File: src/rtl/uart_irq_pkg.sv
package uart_irq_pkg;
  localparam int NSRC  = 11;
  localparam int NLINE = 6;

  typedef logic [NSRC-1:0] src_vec_t;

  // Source bit positions
  localparam int B_RING  = 0;
  localparam int B_CTS   = 1;
  localparam int B_DCD   = 2;
  localparam int B_DSR   = 3;
  localparam int B_RX    = 4;
  localparam int B_TX    = 5;
  localparam int B_RTO   = 6;
  localparam int B_FRAME = 7;
  localparam int B_PAR   = 8;
  localparam int B_BRK   = 9;
  localparam int B_OVR   = 10;

  // Line indices
  localparam int LN_ANY = 0;
  localparam int LN_RX  = 1;
  localparam int LN_TX  = 2;
  localparam int LN_RTO = 3;
  localparam int LN_MS  = 4;
  localparam int LN_ERR = 5;

  typedef enum logic [1:0] {
    SEL_RAW    = 2'd0,
    SEL_MASKED = 2'd1,
    SEL_ENABLE = 2'd2,
    SEL_CLEAR  = 2'd3
  } reg_sel_e;

  // Source bits that feed a given line
  function automatic src_vec_t line_sel(input int ln);
    src_vec_t v;
    v = '0;
    case (ln)
      LN_ANY: v = '1;
      LN_RX:  v[B_RX]  = 1'b1;
      LN_TX:  v[B_TX]  = 1'b1;
      LN_RTO: v[B_RTO] = 1'b1;
      LN_MS:  begin
        v[B_RING] = 1'b1; v[B_CTS] = 1'b1; v[B_DCD] = 1'b1; v[B_DSR] = 1'b1;
      end
      LN_ERR: begin
        v[B_FRAME] = 1'b1; v[B_PAR] = 1'b1; v[B_BRK] = 1'b1; v[B_OVR] = 1'b1;
      end
      default: v = '0;
    endcase
    return v;
  endfunction

  // Next raw status: set pulses take priority over the clear
  function automatic src_vec_t raw_next(input src_vec_t cur, input src_vec_t set,
                                        input logic clr, input src_vec_t clr_bits);
    src_vec_t keep;
    keep = clr ? (cur & ~clr_bits) : cur;
    return keep | set;
  endfunction
endpackage

File: src/rtl/irq_status_reg.sv
module irq_status_reg
  import uart_irq_pkg::*;
(
  input  logic     clk,
  input  logic     rst_n,
  input  src_vec_t set_vec,
  input  logic     clr_en,
  input  src_vec_t clr_bits,
  output src_vec_t raw_q
);
  always_ff @(posedge clk or negedge rst_n) begin
    if (!rst_n) raw_q <= '0;
    else        raw_q <= raw_next(raw_q, set_vec, clr_en, clr_bits);
  end
endmodule

File: src/rtl/irq_mask_reg.sv
module irq_mask_reg
  import uart_irq_pkg::*;
(
  input  logic     clk,
  input  logic     rst_n,
  input  logic     wr_en,
  input  src_vec_t wr_data,
  output src_vec_t mask_q
);
  always_ff @(posedge clk or negedge rst_n) begin
    if (!rst_n)     mask_q <= '0;
    else if (wr_en) mask_q <= wr_data;
  end
endmodule

File: src/rtl/irq_line_drv.sv
module irq_line_drv
  import uart_irq_pkg::*;
(
  input  logic             clk,
  input  logic             rst_n,
  input  src_vec_t         masked,
  output logic [NLINE-1:0] lines_q
);
  for (genvar ln = 0; ln < NLINE; ln++) begin : g_line
    logic hit;
    assign hit = |(masked & line_sel(ln));
    always_ff @(posedge clk or negedge rst_n) begin
      if (!rst_n) lines_q[ln] <= 1'b0;
      else        lines_q[ln] <= hit;
    end
  end
endmodule

File: src/rtl/uart_irq_router.sv
module uart_irq_router
  import uart_irq_pkg::*;
#(
  parameter int ADDR_W = 4
) (
  input  logic              clk,
  input  logic              rst_n,
  input  logic              rx_evt,
  input  logic              tx_evt,
  input  logic              rto_evt,
  input  logic [3:0]        ms_evt,
  input  logic [3:0]        err_evt,
  input  logic              req_valid,
  input  logic              req_write,
  input  logic [ADDR_W-1:0] req_addr,
  input  logic [NSRC-1:0]   req_wdata,
  output logic [NSRC-1:0]   rsp_rdata,
  output logic              irq_any,
  output logic              irq_rx,
  output logic              irq_tx,
  output logic              irq_rto,
  output logic              irq_ms,
  output logic              irq_err
);
  localparam int SEL_W = 2;

  src_vec_t         set_vec;
  src_vec_t         raw_q;
  src_vec_t         mask_q;
  src_vec_t         masked;
  logic             addr_ok;
  reg_sel_e         sel;
  logic             clr_fire;
  logic             mask_wr;
  logic [NLINE-1:0] lines_q;

  assign set_vec = {err_evt, rto_evt, tx_evt, rx_evt, ms_evt};

  assign addr_ok  = (req_addr >> SEL_W) == '0;
  assign sel      = reg_sel_e'(req_addr[SEL_W-1:0]);
  assign clr_fire = req_valid && req_write && addr_ok && (sel == SEL_CLEAR);
  assign mask_wr  = req_valid && req_write && addr_ok && (sel == SEL_ENABLE);

  irq_status_reg u_status (
    .clk      (clk),
    .rst_n    (rst_n),
    .set_vec  (set_vec),
    .clr_en   (clr_fire),
    .clr_bits (req_wdata),
    .raw_q    (raw_q)
  );

  irq_mask_reg u_mask (
    .clk     (clk),
    .rst_n   (rst_n),
    .wr_en   (mask_wr),
    .wr_data (req_wdata),
    .mask_q  (mask_q)
  );

  assign masked = raw_q & mask_q;

  irq_line_drv u_lines (
    .clk     (clk),
    .rst_n   (rst_n),
    .masked  (masked),
    .lines_q (lines_q)
  );

  always_comb begin
    rsp_rdata = '0;
    if (req_valid && !req_write && addr_ok) begin
      case (sel)
        SEL_RAW:    rsp_rdata = raw_q;
        SEL_MASKED: rsp_rdata = masked;
        SEL_ENABLE: rsp_rdata = mask_q;
        default:    rsp_rdata = '0;
      endcase
    end
  end

  assign irq_any = lines_q[LN_ANY];
  assign irq_rx  = lines_q[LN_RX];
  assign irq_tx  = lines_q[LN_TX];
  assign irq_rto = lines_q[LN_RTO];
  assign irq_ms  = lines_q[LN_MS];
  assign irq_err = lines_q[LN_ERR];
endmodule

File: config.mk
export PLATFORM = sky130hd
export DESIGN_NAME = uart_irq_router
export DESIGN_NICKNAME = d
export VERILOG_FILES = /design/src/rtl/uart_irq_pkg.sv /design/src/rtl/irq_status_reg.sv /design/src/rtl/irq_mask_reg.sv /design/src/rtl/irq_line_drv.sv /design/src/rtl/uart_irq_router.sv
export SDC_FILE = /design/constraint.sdc
export NUM_CORES = 1
export LEC_CHECK = 0
export BUFFER_PORTS_ARGS = -buffer_cell sky130_fd_sc_hd__buf_2
export CAP_MARGIN = 20
export CORE_ASPECT_RATIO = 1.2
export CORE_MARGIN = 1.5
export CORE_UTILIZATION = 45
export CTS_CLUSTER_SIZE = 12
export DETAILED_ROUTE_END_ITERATION = 6
export PLACE_DENSITY = 0.84
export SLEW_MARGIN = 30
export SYNTH_ARGS = -nofsm -noshare
export SYNTH_HDL_FRONTEND = slang
export SYNTH_SLANG_ARGS = --single-unit
File: constraint.sdc
create_clock -name clk -period 1.9 [get_ports clk]
set_input_delay 0.475 -clock clk [delete_from_list [all_inputs] [get_ports clk]]
set_output_delay 0.475 -clock clk [all_outputs]
set_load 0.02 [all_outputs]
# == Yosys cells after proc, flatten, opt, wreduce, memory -nomap -nowiden ==
# Cells that the tools add are included.
# totals
regBits,28
latch_bits,0
ram_bits,0
romBits,0
in_bits,30
word_cells,30
memories,0
# classes
addsub,0
n_mul,0
div_mod_pow,0
magnitude_cmp,0
eq_ne,3
shift,0
muxes,3
n_bitwise,4
n_reduce_logical,12
# ops
operator,n
11-bit one-hot mux with 3 select lines,1
11-bit bitwise AND,2
11-bit two-way mux,2
11-bit inverter,1
11-bit OR,1
11-bit OR reduction,1
4-bit OR reduction,2
1-bit logical AND,6
2-bit == test (second input constant),2
4-bit zero test,1
2-bit by 1-bit == test with 1-bit output (second input constant),1
2-bit zero test,1
1-bit zero test,1

# == Depth between registers and ports, before layout ==
# Gate-level depths: netlist of the first run.
# logic_depth
ltp_word,5
depth_mapped,4

# == Cells and area by module ==
# A second synthesis of the first run with hierarchy kept.
# unflattened
hier_cells,133
hier_area_um2,1462.7
# modules_own_cells
mod,n_inst,cells_each,area_each_um2
irq_mask_reg,1,23,447.9
uart_irq_router,1,66,422.9
irq_status_reg,1,34,410.4
irq_line_drv,1,10,181.4

# == Least setup slack after synthesis of the first run ==
# OpenSTA, ideal clock, no wires.
# synth_path
path_kind,input -> output
startpoint,input req_addr[1]
endpoint,output rsp_rdata[3]
arrival_time_ps,1287
slack_ps,138
stages,4
path_cell_list,nor2_1 > clkbuf_1 > o22ai_1 > nor2_1
# synth_via
elab_chain_len,3
# synth_lines
item,line,source
from (decl),uart_irq_router.sv:15,"input logic [ADDR_W-1:0] req_addr,"
2-bit == test (tied with other cells),uart_irq_router.sv:73,case (sel)
11-bit one-hot mux with 3 select lines (*),uart_irq_router.sv:73,
11-bit two-way mux (*),uart_irq_router.sv:72,if (req_valid && !req_write && addr_ok) begin
to (decl),uart_irq_router.sv:17,"output logic [NSRC-1:0] rsp_rdata,"
# Every way passes the cells marked *; elsewhere a longest branch is shown, timed or not.

# == Worst setup path after layout of the first run ==
# layout_path
startpoint,input req_addr[3]
endpoint,output rsp_rdata[2]
# layout_via
elab_chain_len,3
# layout_lines
item,line,source
4-bit zero test,uart_irq_router.sv:39,assign addr_ok = (req_addr >> SEL_W) == '0;
1-bit logical AND,uart_irq_router.sv:72,
11-bit two-way mux,uart_irq_router.sv:72,
# Every way passes these cells.

==> results of run 1 <==
-- registers in the layout, summed over array words and instances (netlist names) --
name             cells
u_mask.mask_q       11
u_lines.lines_q      6
u_status.raw_q      11
-- path summary, 6_finish.rpt --
path                                   start  depth (start not counted)  slack (ns)            endpoint
max                              req_addr[3]                          5        0.05        rsp_rdata[2]
min                                    rst_n                          1        0.14   u_status.raw_q[0]
max reg2reg                u_status.raw_q[3]                          3        0.52  u_lines.lines_q[0]
min reg2reg                 u_mask.mask_q[5]                          1        0.54  u_lines.lines_q[2]
max in group asynchronous              rst_n                          1        1.37   u_status.raw_q[6]
min in group clk                req_wdata[6]                          2        0.33   u_status.raw_q[6]
-- metal layers --
layer / GRT usage / vias up / share of wire
met3: 0.04500 / 4 / 0.077
met4: 0.1120 / 0 / 0.0052
met5: 0 / - / 0
met1: 0.2137 / 526 / 0.39
met2: 0.3947 / 50 / 0.53
li1: - / 509 / -
-- per-stage QoR --
stage / TNS [ns] / power, mW
floorplan: 0 / 0.8822
global placement: 0 / 0.9817
detailed placement: -0.1259 / 0.9971
CTS: 0 / 1.276
global route: 0 / 1.344
finish: 0 / 1.273
-- power groups by stage --
stage               clock network (mW)  logic, mW  registers (mW)
CTS                              0.288      0.275           0.712
floorplan                            0      0.131           0.752
detailed placement                   0      0.274           0.723
finish                           0.281      0.280           0.712
global route                     0.316      0.305           0.723
global placement                     0      0.262           0.719
-- critical path, stage by stage --
cell and delay, ns:
buf_2 0.11, nor3b_4 0.26, nand2_1 0.20, nor2_1 0.15, buf_2 0.17
-- cell families after synthesis --
family	count (synthesis)
AO/OA/AOI/OAI	27
buffers and inverters	16
flip-flops	28
multiplexers	11
AND/OR/NAND/NOR	34
-- timing repair --
action / 4_1_cts / 5_1_grt
gates cloned: 0 / 1
pin swaps: 0 / 1
gates resized for setup: 1 / 2
endpoints found under the setup margin: 8 / 6
-- cell type report --
type	count	area [µm²]
flip-flops and latches	28	700.7
multi-input cells	73	476.7
clock buffers	4	36.28
inverters	11	41.29
repair buffers	50	260.3
fillers	241	996.0
well taps	33	41.29
-- cell usage in the layout (no fill, tap or decap) --
master and count:
nor2_1 23, buf_2 46, or2_1 1, and4b_1 1
nand2_1 3, a21oi_2 1, nor3b_4 1, nand2_2 1
inv_1 11, clkbuf_8 1, mux2_2 11, a22oi_1 4
clkbuf_4 3, a31oi_1 11, and2_1 2, and4_1 1
or4_1 1, o22ai_1 11, and2_4 1, buf_4 4
dfrtp_1 28
==> summary.md, run 1 <==
| Metric | Value |
|---|---|
| Seq pwr share | `0.560` |
| Status | `finished, final reports clean` |
| Minimum clock period | `1.846 ns` |
| Critical Path Fanout Max | `5` |
| Post-synth top flop | `dfrtp_1` |
| CP arrival | `1.37 ns` |
| Die area | `3048 µm²` |
| Final Max Tran Viols | `0` |
| Detailed Place HPWL | `2123 µm` |
| Sw Share | `0.2788` |
| Synth Area in Adders | `0` |
| Post-route clock skew | `0.0009527 ns` |
| Synthesized net count | `146` |
| Fin area | `1556 µm²` |
| Crit. End Element | `output pin` |
| PwrDens | `817.8 nW/µm²` |
| Port bufs | `46` |
| Clock tree buffer depth | `2` |
| Cts bufs inserted | `3` |
| Leak Pwr | `0.7555 nW` |
| Non-Filler Instances | `199` |
| Xor/xnor cell area share of the yosys netlist | `0` |
| Min Hold Slack | `0.1399 ns` |
| Vias per cell | `5.472` |
| H-tree levels | `1` |
| Die Height | `60.18 µm` |
| Period utilisation layout | `0.9718` |
| Core Box Area | `2552 µm²` |
| Antenna Nets Post-Route | `0` |
| Most instantiated cells after synthesis | `dfrtp_1, nor2_1` |
| Synth Cell Area | `1226 µm²` |
| GRT Util Overall | `0.2088` |
| Ys Warns | `0` |
| N_diodes | `0` |
| Mean Syn Cell Area | `10.57 µm²` |
| Root buffer cell | `clkbuf_4` |
| Synth area leaders | `dfrtp_1, mux2_2, nor2_1` |
| Slew HR | `0.6001` |
| Initial antenna violation count | `0` |
| Yosys cell types | `19` |
| Area Overhead vs Synth | `26.94%` |
| WL per Instance | `14.59 µm` |
| Post-synthesis mux area share | `0.1010` |
| Largest family of logic cells by synthesized area | `compound AO/OA/AOI/OAI gates` |
| Post-synth ARST share | `1.000` |
| Postcts setup bufs | `0` |
| Clk slew on worst S/H paths | `0.14 ns` |
| Sequential fraction of the synthesis area | `0.5714` |
| WL final | `2904 µm` |
| Yosys reg bits | `28` |
| Min-delay worst type | `input port to async pin` |
| Io pins | `47` |
| Startpoint class of the critical path | `input port` |
| Sw power | `354.9 µW` |
| Placed Instance Area | `1504 µm²` |
| Share of the synthesized area in the top cell type | `0.5714` |
| Slew at the pin with the worst max-slew slack | `0.5999 ns` |
| WS Path Type | `input port to output pin` |
| Post-layout util | `0.6098` |
| Final WS setup | `0.05350 ns` |
| Cells after Synth | `116` |
| Later-pin clock latency in the skew report | `0.32 ns` |
| Final Setup Violations | `0` |
| Share of cells above drive strength 1 | `0.4157` |
| Drt drc | `0` |
| Routed via count | `1089` |
| CTS Hold Bufs | `0` |
| Worst slack, placed | `-0.02691 ns` |
| CTS tree | `done` |
| EDFF count, synth | `0` |
| Drt pass-1 iters | `4` |
| Row cnt | `20` |
| Post-Synth Simple-Gate Area | `0.1337` |
| Combinational power share | `0.220` |
| Maxcap violations | `0` |
| FMAX | `541.6 MHz` |
| P_int | `918.0 µW` |
| Die width | `50.65 µm` |
| Number of global-route vias before repair | `1170` |
| First-pass GRT wire length | `4747 µm` |
| Largest net degree at the start of global routing | `29` |
| Routability cong. | `0.8208` |
| Post-synth top area cell | `dfrtp_1` |
| Unrepaired setup endpoints after global routing | `no` |
| Clock Power Share | `0.221` |
| Initial Utilization | `0.4804` |
| Nets@finish | `197` |
| Sink Count | `28` |
| Synth Area in Compound Gates | `0.1408` |
| Final hold vios | `0` |
| Total grt overflow | `0` |
| Cell with the most instances after synthesis | `dfrtp_1` |
| Max IR drop VDD | `483.8 µV` |
| DRT iter0 DRCs | `43` |
| Placed cells | `194` |
| Worst EP required | `1.42 ns` |
No activity file was read; power rests on OpenSTA's default activity.
==> run 2: changes to the inputs <==
--- a/config.mk
+++ b/config.mk
@@ -9,10 +9,10 @@
 export CAP_MARGIN = 20
 export CORE_ASPECT_RATIO = 1.2
 export CORE_MARGIN = 1.5
-export CORE_UTILIZATION = 45
+export CORE_UTILIZATION = 47
 export CTS_CLUSTER_SIZE = 12
 export DETAILED_ROUTE_END_ITERATION = 6
-export PLACE_DENSITY = 0.84
+export PLACE_DENSITY = 0.77
 export SLEW_MARGIN = 30
 export SYNTH_ARGS = -nofsm -noshare
 export SYNTH_HDL_FRONTEND = slang
==> run 2 against run 1 <==
Effect of this change:
- power increased by 7.1%
- clock-buffer cell count down 1
- via count is 3.9% lower
- fmax up 1.5%
- clock skew rose by 0.0040 ns
- largest cell class unchanged
- final cell count unchanged
- non-clock buffer count grew 1
- critical path depth did not move
- register-to-register slack about the same
- sequential power about the same
==> summary.md, run 2 (synthesis gave the netlist of run 1 again) <==
| Metric | Value |
|---|---|
| Status | `finished, final reports clean` |
| Die width | `49.63 µm` |
| Largest net degree at the start of global routing | `29` |
| Port bufs | `46` |
| Startpoint class of the critical path | `input port` |
| Post-route clock skew | `0.004924 ns` |
| GRT Util Overall | `0.1891` |
| Post-layout util | `0.6310` |
| Final hold vios | `0` |
| Vias per cell | `5.256` |
| CP arrival | `1.34 ns` |
| Later-pin clock latency in the skew report | `0.32 ns` |
| Detailed Place HPWL | `1991 µm` |
| Worst EP required | `1.42 ns` |
| Sw power | `347.7 µW` |
| # fillers | `224` |
| Share of cells above drive strength 1 | `0.4157` |
| Min-delay worst type | `input port to async pin` |
| Leak Pwr | `0.7667 nW` |
| Non-Filler Instances | `199` |
| Number of global-route vias before repair | `972` |
| Routed via count | `1046` |
| FMAX | `549.9 MHz` |
| Die area | `2925 µm²` |
| WL per Instance | `13.21 µm` |
| N_diodes | `0` |
| WL final | `2628 µm` |
| Unrepaired setup endpoints after global routing | `no` |
| Initial antenna violation count | `0` |
| Routability cong. | `0.7925` |
| Critical Path Fanout Max | `11` |
| Final Max Tran Viols | `0` |
| Max IR drop VDD | `504.9 µV` |
| Seq pwr share | `0.521` |
| Placed cells | `195` |
| Drt pass-1 iters | `5` |
| Minimum clock period | `1.819 ns` |
| Total grt overflow | `0` |
| WS Path Type | `input port to output pin` |
| Maxcap violations | `0` |
| Clk slew on worst S/H paths | `0.15 ns` |
| Fin area | `1579 µm²` |
| Area Overhead vs Synth | `28.78%` |
| Cts bufs inserted | `3` |
| Drt drc | `0` |
| Crit. End Element | `output pin` |
| Io pins | `47` |
| Clock Power Share | `0.281` |
| Setup TNS | `0 ns` |
| Clock tree buffer depth | `2` |
| First-pass GRT wire length | `4195 µm` |
| Antenna Nets Post-Route | `0` |
| CTS tree | `done` |
| Slew at the pin with the worst max-slew slack | `0.5935 ns` |
| Die Height | `58.95 µm` |
| Sink Count | `28` |
| Largest regs | `u_mask.mask_q (11), u_status.raw_q (11), u_lines.lines_q (6)` |
| Core Box Area | `2502 µm²` |
| Combinational power share | `0.198` |
| PwrDens | `863.0 nW/µm²` |
| Placed Instance Area | `1524 µm²` |
| Sw Share | `0.2551` |
| Period utilisation layout | `0.9571` |
| Most frequent cells in the layout | `buf_2, dfrtp_1, nor2_1` |
| Final Setup Violations | `0` |
| Root buffer cell | `clkbuf_4` |
| Nets@finish | `197` |
| DRT iter0 DRCs | `26` |
| Most common cell after layout, fill and taps aside | `buf_2` |
| Row cnt | `20` |
| Initial Utilization | `0.4900` |
| Slew HR | `0.6043` |
| H-tree levels | `1` |
| P_int | `1.015 mW` |
==> run 2: changes by cell type in the layout (fill, tap and decap cells not counted) <==
cell / change
nor3b_2: +1
a21oi_2: -1
nor3b_4: -1
bufinv_16: +1
nand2_1: -1
a21oi_1: +1
clkbuf_8: -1
buf_12: +1
==> run 2: worst paths after layout <==
check / from / end / slack [ns] / depth (start not counted)
max in group asynchronous: rst_n / u_status.raw_q[10] / 1.38 / 1
max reg2reg: u_mask.mask_q[6] / u_lines.lines_q[0] / 0.51 / 3
min: rst_n / u_mask.mask_q[9] / 0.13 / 1
min in group clk: req_wdata[7] / u_status.raw_q[7] / 0.32 / 2
max: req_addr[3] / rsp_rdata[4] / 0.08 / 5
min reg2reg: u_mask.mask_q[0] / u_mask.mask_q[0] / 0.55 / 1
==> run 2: worst max-delay path, cell delays in order <==
cell	delay (ns)
buf_2	0.10
nor3b_2	0.23
nand2_2	0.19
nor2_1	0.16
buf_2	0.18
==> run 2: layout make-up <==
class | count | area (µm²) | area share
timing repair buffer | 51 | 280.3 | 0.1775
sequential | 28 | 700.7 | 0.4437
clock inverter | 1 | 30.03 | 0.01902
tap | 33 | 41.29 | 0.02615
clock buffer | 3 | 22.52 | 0.01426
inverter | 11 | 41.29 | 0.02615
multi-input combinational | 72 | 462.9 | 0.2932
==> run 2: repair_timing <==
item | in CTS | in global routing
endpoints found under the setup margin | 0 | 11
setup buffers | 0 | 0
resized for setup | 0 | 1
hold buffers | 0 | 0
==> run 2: layer usage <==
metal | GRT usage | up-vias | routed length, µm
met5 | 0 | - | 0
met4 | 0.09921 | 0 | 38
met2 | 0.3352 | 38 | 1445
met3 | 0.02538 | 4 | 146
li1 | - | 511 | -
met1 | 0.2237 | 493 | 997
==> run 2: power groups by stage <==
stage	Sequential, mW	Combinational, mW	Clock, mW
final	0.710	0.270	0.382
after global routing	0.719	0.296	0.414
after CTS	0.710	0.272	0.394
after detailed placement	0.723	0.271	0
after global placement	0.718	0.266	0
after floorplan	0.752	0.131	0
==> run 2: stage by stage <==
stage	total power [mW]	hold slack, ns	setup slack (ns)
after floorplan	0.8822	0.1794	0.1383
after global placement	0.9844	0.5090	0.03182
after detailed placement	0.9942	0.5142	0.02857
after CTS	1.377	0.1391	0.02243
after global routing	1.429	0.1752	0.02195
final	1.363	0.1334	0.08144
==> run 3: changes to the inputs <==
--- a/config.mk
+++ b/config.mk
@@ -12,7 +12,7 @@
 export CORE_UTILIZATION = 47
 export CTS_CLUSTER_SIZE = 12
 export DETAILED_ROUTE_END_ITERATION = 6
-export PLACE_DENSITY = 0.77
+export PLACE_DENSITY = 0.83
 export SLEW_MARGIN = 30
 export SYNTH_ARGS = -nofsm -noshare
 export SYNTH_HDL_FRONTEND = slang
==> run 3 against run 2 <==
Effect of this change:
- global-route usage increased by 1.1 points
- wire length decreased by 1.2%
- core utilization decreased by 1.8 points
- sequential share of layout area increased by 1.3 points
==> summary.md, run 3 (synthesis gave the netlist of run 1 again) <==
| Metric | Value |
|---|---|
| Post-route clock skew | `0.002729 ns` |
| CP arrival | `1.37 ns` |
| Worst EP required | `1.42 ns` |
| Die area | `2925 µm²` |
| Non-Filler Instances | `197` |
| Port bufs | `46` |
| Final hold vios | `0` |
| CTS tree | `done` |
| Die Height | `58.95 µm` |
| Post-layout util | `0.6130` |
| Die width | `49.63 µm` |
| CP max stage cell | `nor3b_2` |
| Slew at the pin with the worst max-slew slack | `0.5850 ns` |
| Root buffer cell | `clkbuf_4` |
| Period utilisation layout | `0.9711` |
| Leak Pwr | `0.7426 nW` |
| Clock tree buffer depth | `2` |
| Io pins | `47` |
| Max IR drop VDD | `447.1 µV` |
| N_diodes | `0` |
| WL final | `2596 µm` |
| Initial antenna violation count | `0` |
| WS Path Type | `input port to output pin` |
| GRT Util Overall | `0.1999` |
| Largest net degree at the start of global routing | `29` |
| Antenna Nets Post-Route | `0` |
| Crit. End Element | `output pin` |
| Number of global-route vias before repair | `1021` |
| Top delay family on crit path | `buffers and inverters` |
| Drt drc | `0` |
| Initial Utilization | `0.4900` |
| Final Max Tran Viols | `0` |
| Minimum clock period | `1.845 ns` |
| Postcts setup bufs | `0` |
| Routed via count | `1021` |
| Core Box Area | `2502 µm²` |
| Unrepaired setup endpoints after global routing | `yes` |
| Nets@finish | `196` |
| PwrDens | `792.0 nW/µm²` |
| Setup crit start | `req_addr[3]` |
| First-pass GRT wire length | `4388 µm` |
| Vias per cell | `5.183` |
| Detailed Place HPWL | `1999 µm` |
| Drt pass-1 iters | `4` |
| Clk slew on worst S/H paths | `0.14 ns` |
| Largest regs | `u_mask.mask_q (11), u_status.raw_q (11), u_lines.lines_q (6)` |
| Slowest Stage Delay on Critical Path | `0.21 ns` |
| Share of cells above drive strength 1 | `0.4024` |
| Maxcap violations | `0` |
| DRT iter0 DRCs | `17` |
| Setup TNS | `0 ns` |
| Final Setup Violations | `0` |
| Reg2Reg Launch Point | `u_mask.mask_q[4]` |
| Most frequent CP cell | `buf_4` |
| Power Total | `1.215 mW` |
| Status | `finished, final reports clean` |
| Bufs and invs on worst path | `3` |
| H-tree levels | `1` |
| Most common cell after layout, fill and taps aside | `buf_2` |
| Later-pin clock latency in the skew report | `0.32 ns` |
| Startpoint class of the critical path | `input port` |
| Area Overhead vs Synth | `25.10%` |
| Critical Path Fanout Max | `11` |
| Sink Count | `28` |
| Placed cells | `194` |
| Row cnt | `20` |
| FMAX | `542.0 MHz` |
| Most frequent cells in the layout | `buf_2, dfrtp_1, nor2_1` |
| Min Hold Slack | `0.1310 ns` |
| Routability cong. | `0.7368` |
| Ordered cell list for the critical path | `buf_2 > nor3b_2 > nand2_1 > buf_4 > nor2_1 > buf_4` |
| Min-delay worst type | `input port to async pin` |
| WL per Instance | `13.18 µm` |
| Slew HR | `0.6100` |
| Cts bufs inserted | `3` |
| Total grt overflow | `0` |
-- run 3: metal layers --
layer,GRT usage,vias to the layer above,share of wire
li1,-,508,-
met1,0.2487,469,0.41
met2,0.3238,39,0.50
met3,0.03046,5,0.060
met4,0.1349,0,0.026
met5,0,-,0
-- run 3: layout make-up --
class | count | area [µm²]
Tap cell | 33 | 41.29
Inverter | 11 | 41.29
Multi-Input combinational cell | 72 | 460.4
Fill cell | 226 | 968.4
Clock buffer | 3 | 22.52
Timing Repair Buffer | 50 | 267.8
Sequential cell | 28 | 700.7
-- run 3: worst reg2reg max path, cell delays in order, from the launching register on --
cell and delay, ns:
dfrtp_1 0.42, and2_1 0.17, or2_1 0.20, or4_1 0.46
-- run 3: where the power goes --
part,total [mW],switching [mW],leakage (nW),internal (mW)
registers,0.709,0.0398,0.306,0.670
clock network,0.236,0.162,0.0138,0.0745
logic,0.269,0.139,0.423,0.130
-- run 3: metrics by stage --
step	cell area, µm²	setup WS, ns
4_1_cts	1526	0.04830
3_3_place_gp	1504	0.1050
2_1_floorplan	1226	0.1383
3_5_place_dp	1504	0.05038
5_1_grt	1534	-0.0008210
6_report	1534	0.05500
-- run 3: path summary, 6_finish.rpt --
| kind | slack, ns | depth (start not counted) | end |
|---|---|---|---|
| min in group clk | 0.32 | 2 | u_status.raw_q[10] |
| worst min-delay path | 0.13 | 1 | u_lines.lines_q[5] |
| worst max-delay path | 0.05 | 6 | rsp_rdata[9] |
| worst max register to register | 0.53 | 3 | u_lines.lines_q[0] |
| worst min register to register | 0.55 | 1 | u_mask.mask_q[5] |
| max in group asynchronous | 1.39 | 1 | u_status.raw_q[10] |
-- run 3: what timing repair did --
item,in CTS,in global routing
hold buffers,0,0
resized for setup,0,3
setup endpoints to repair,0,3
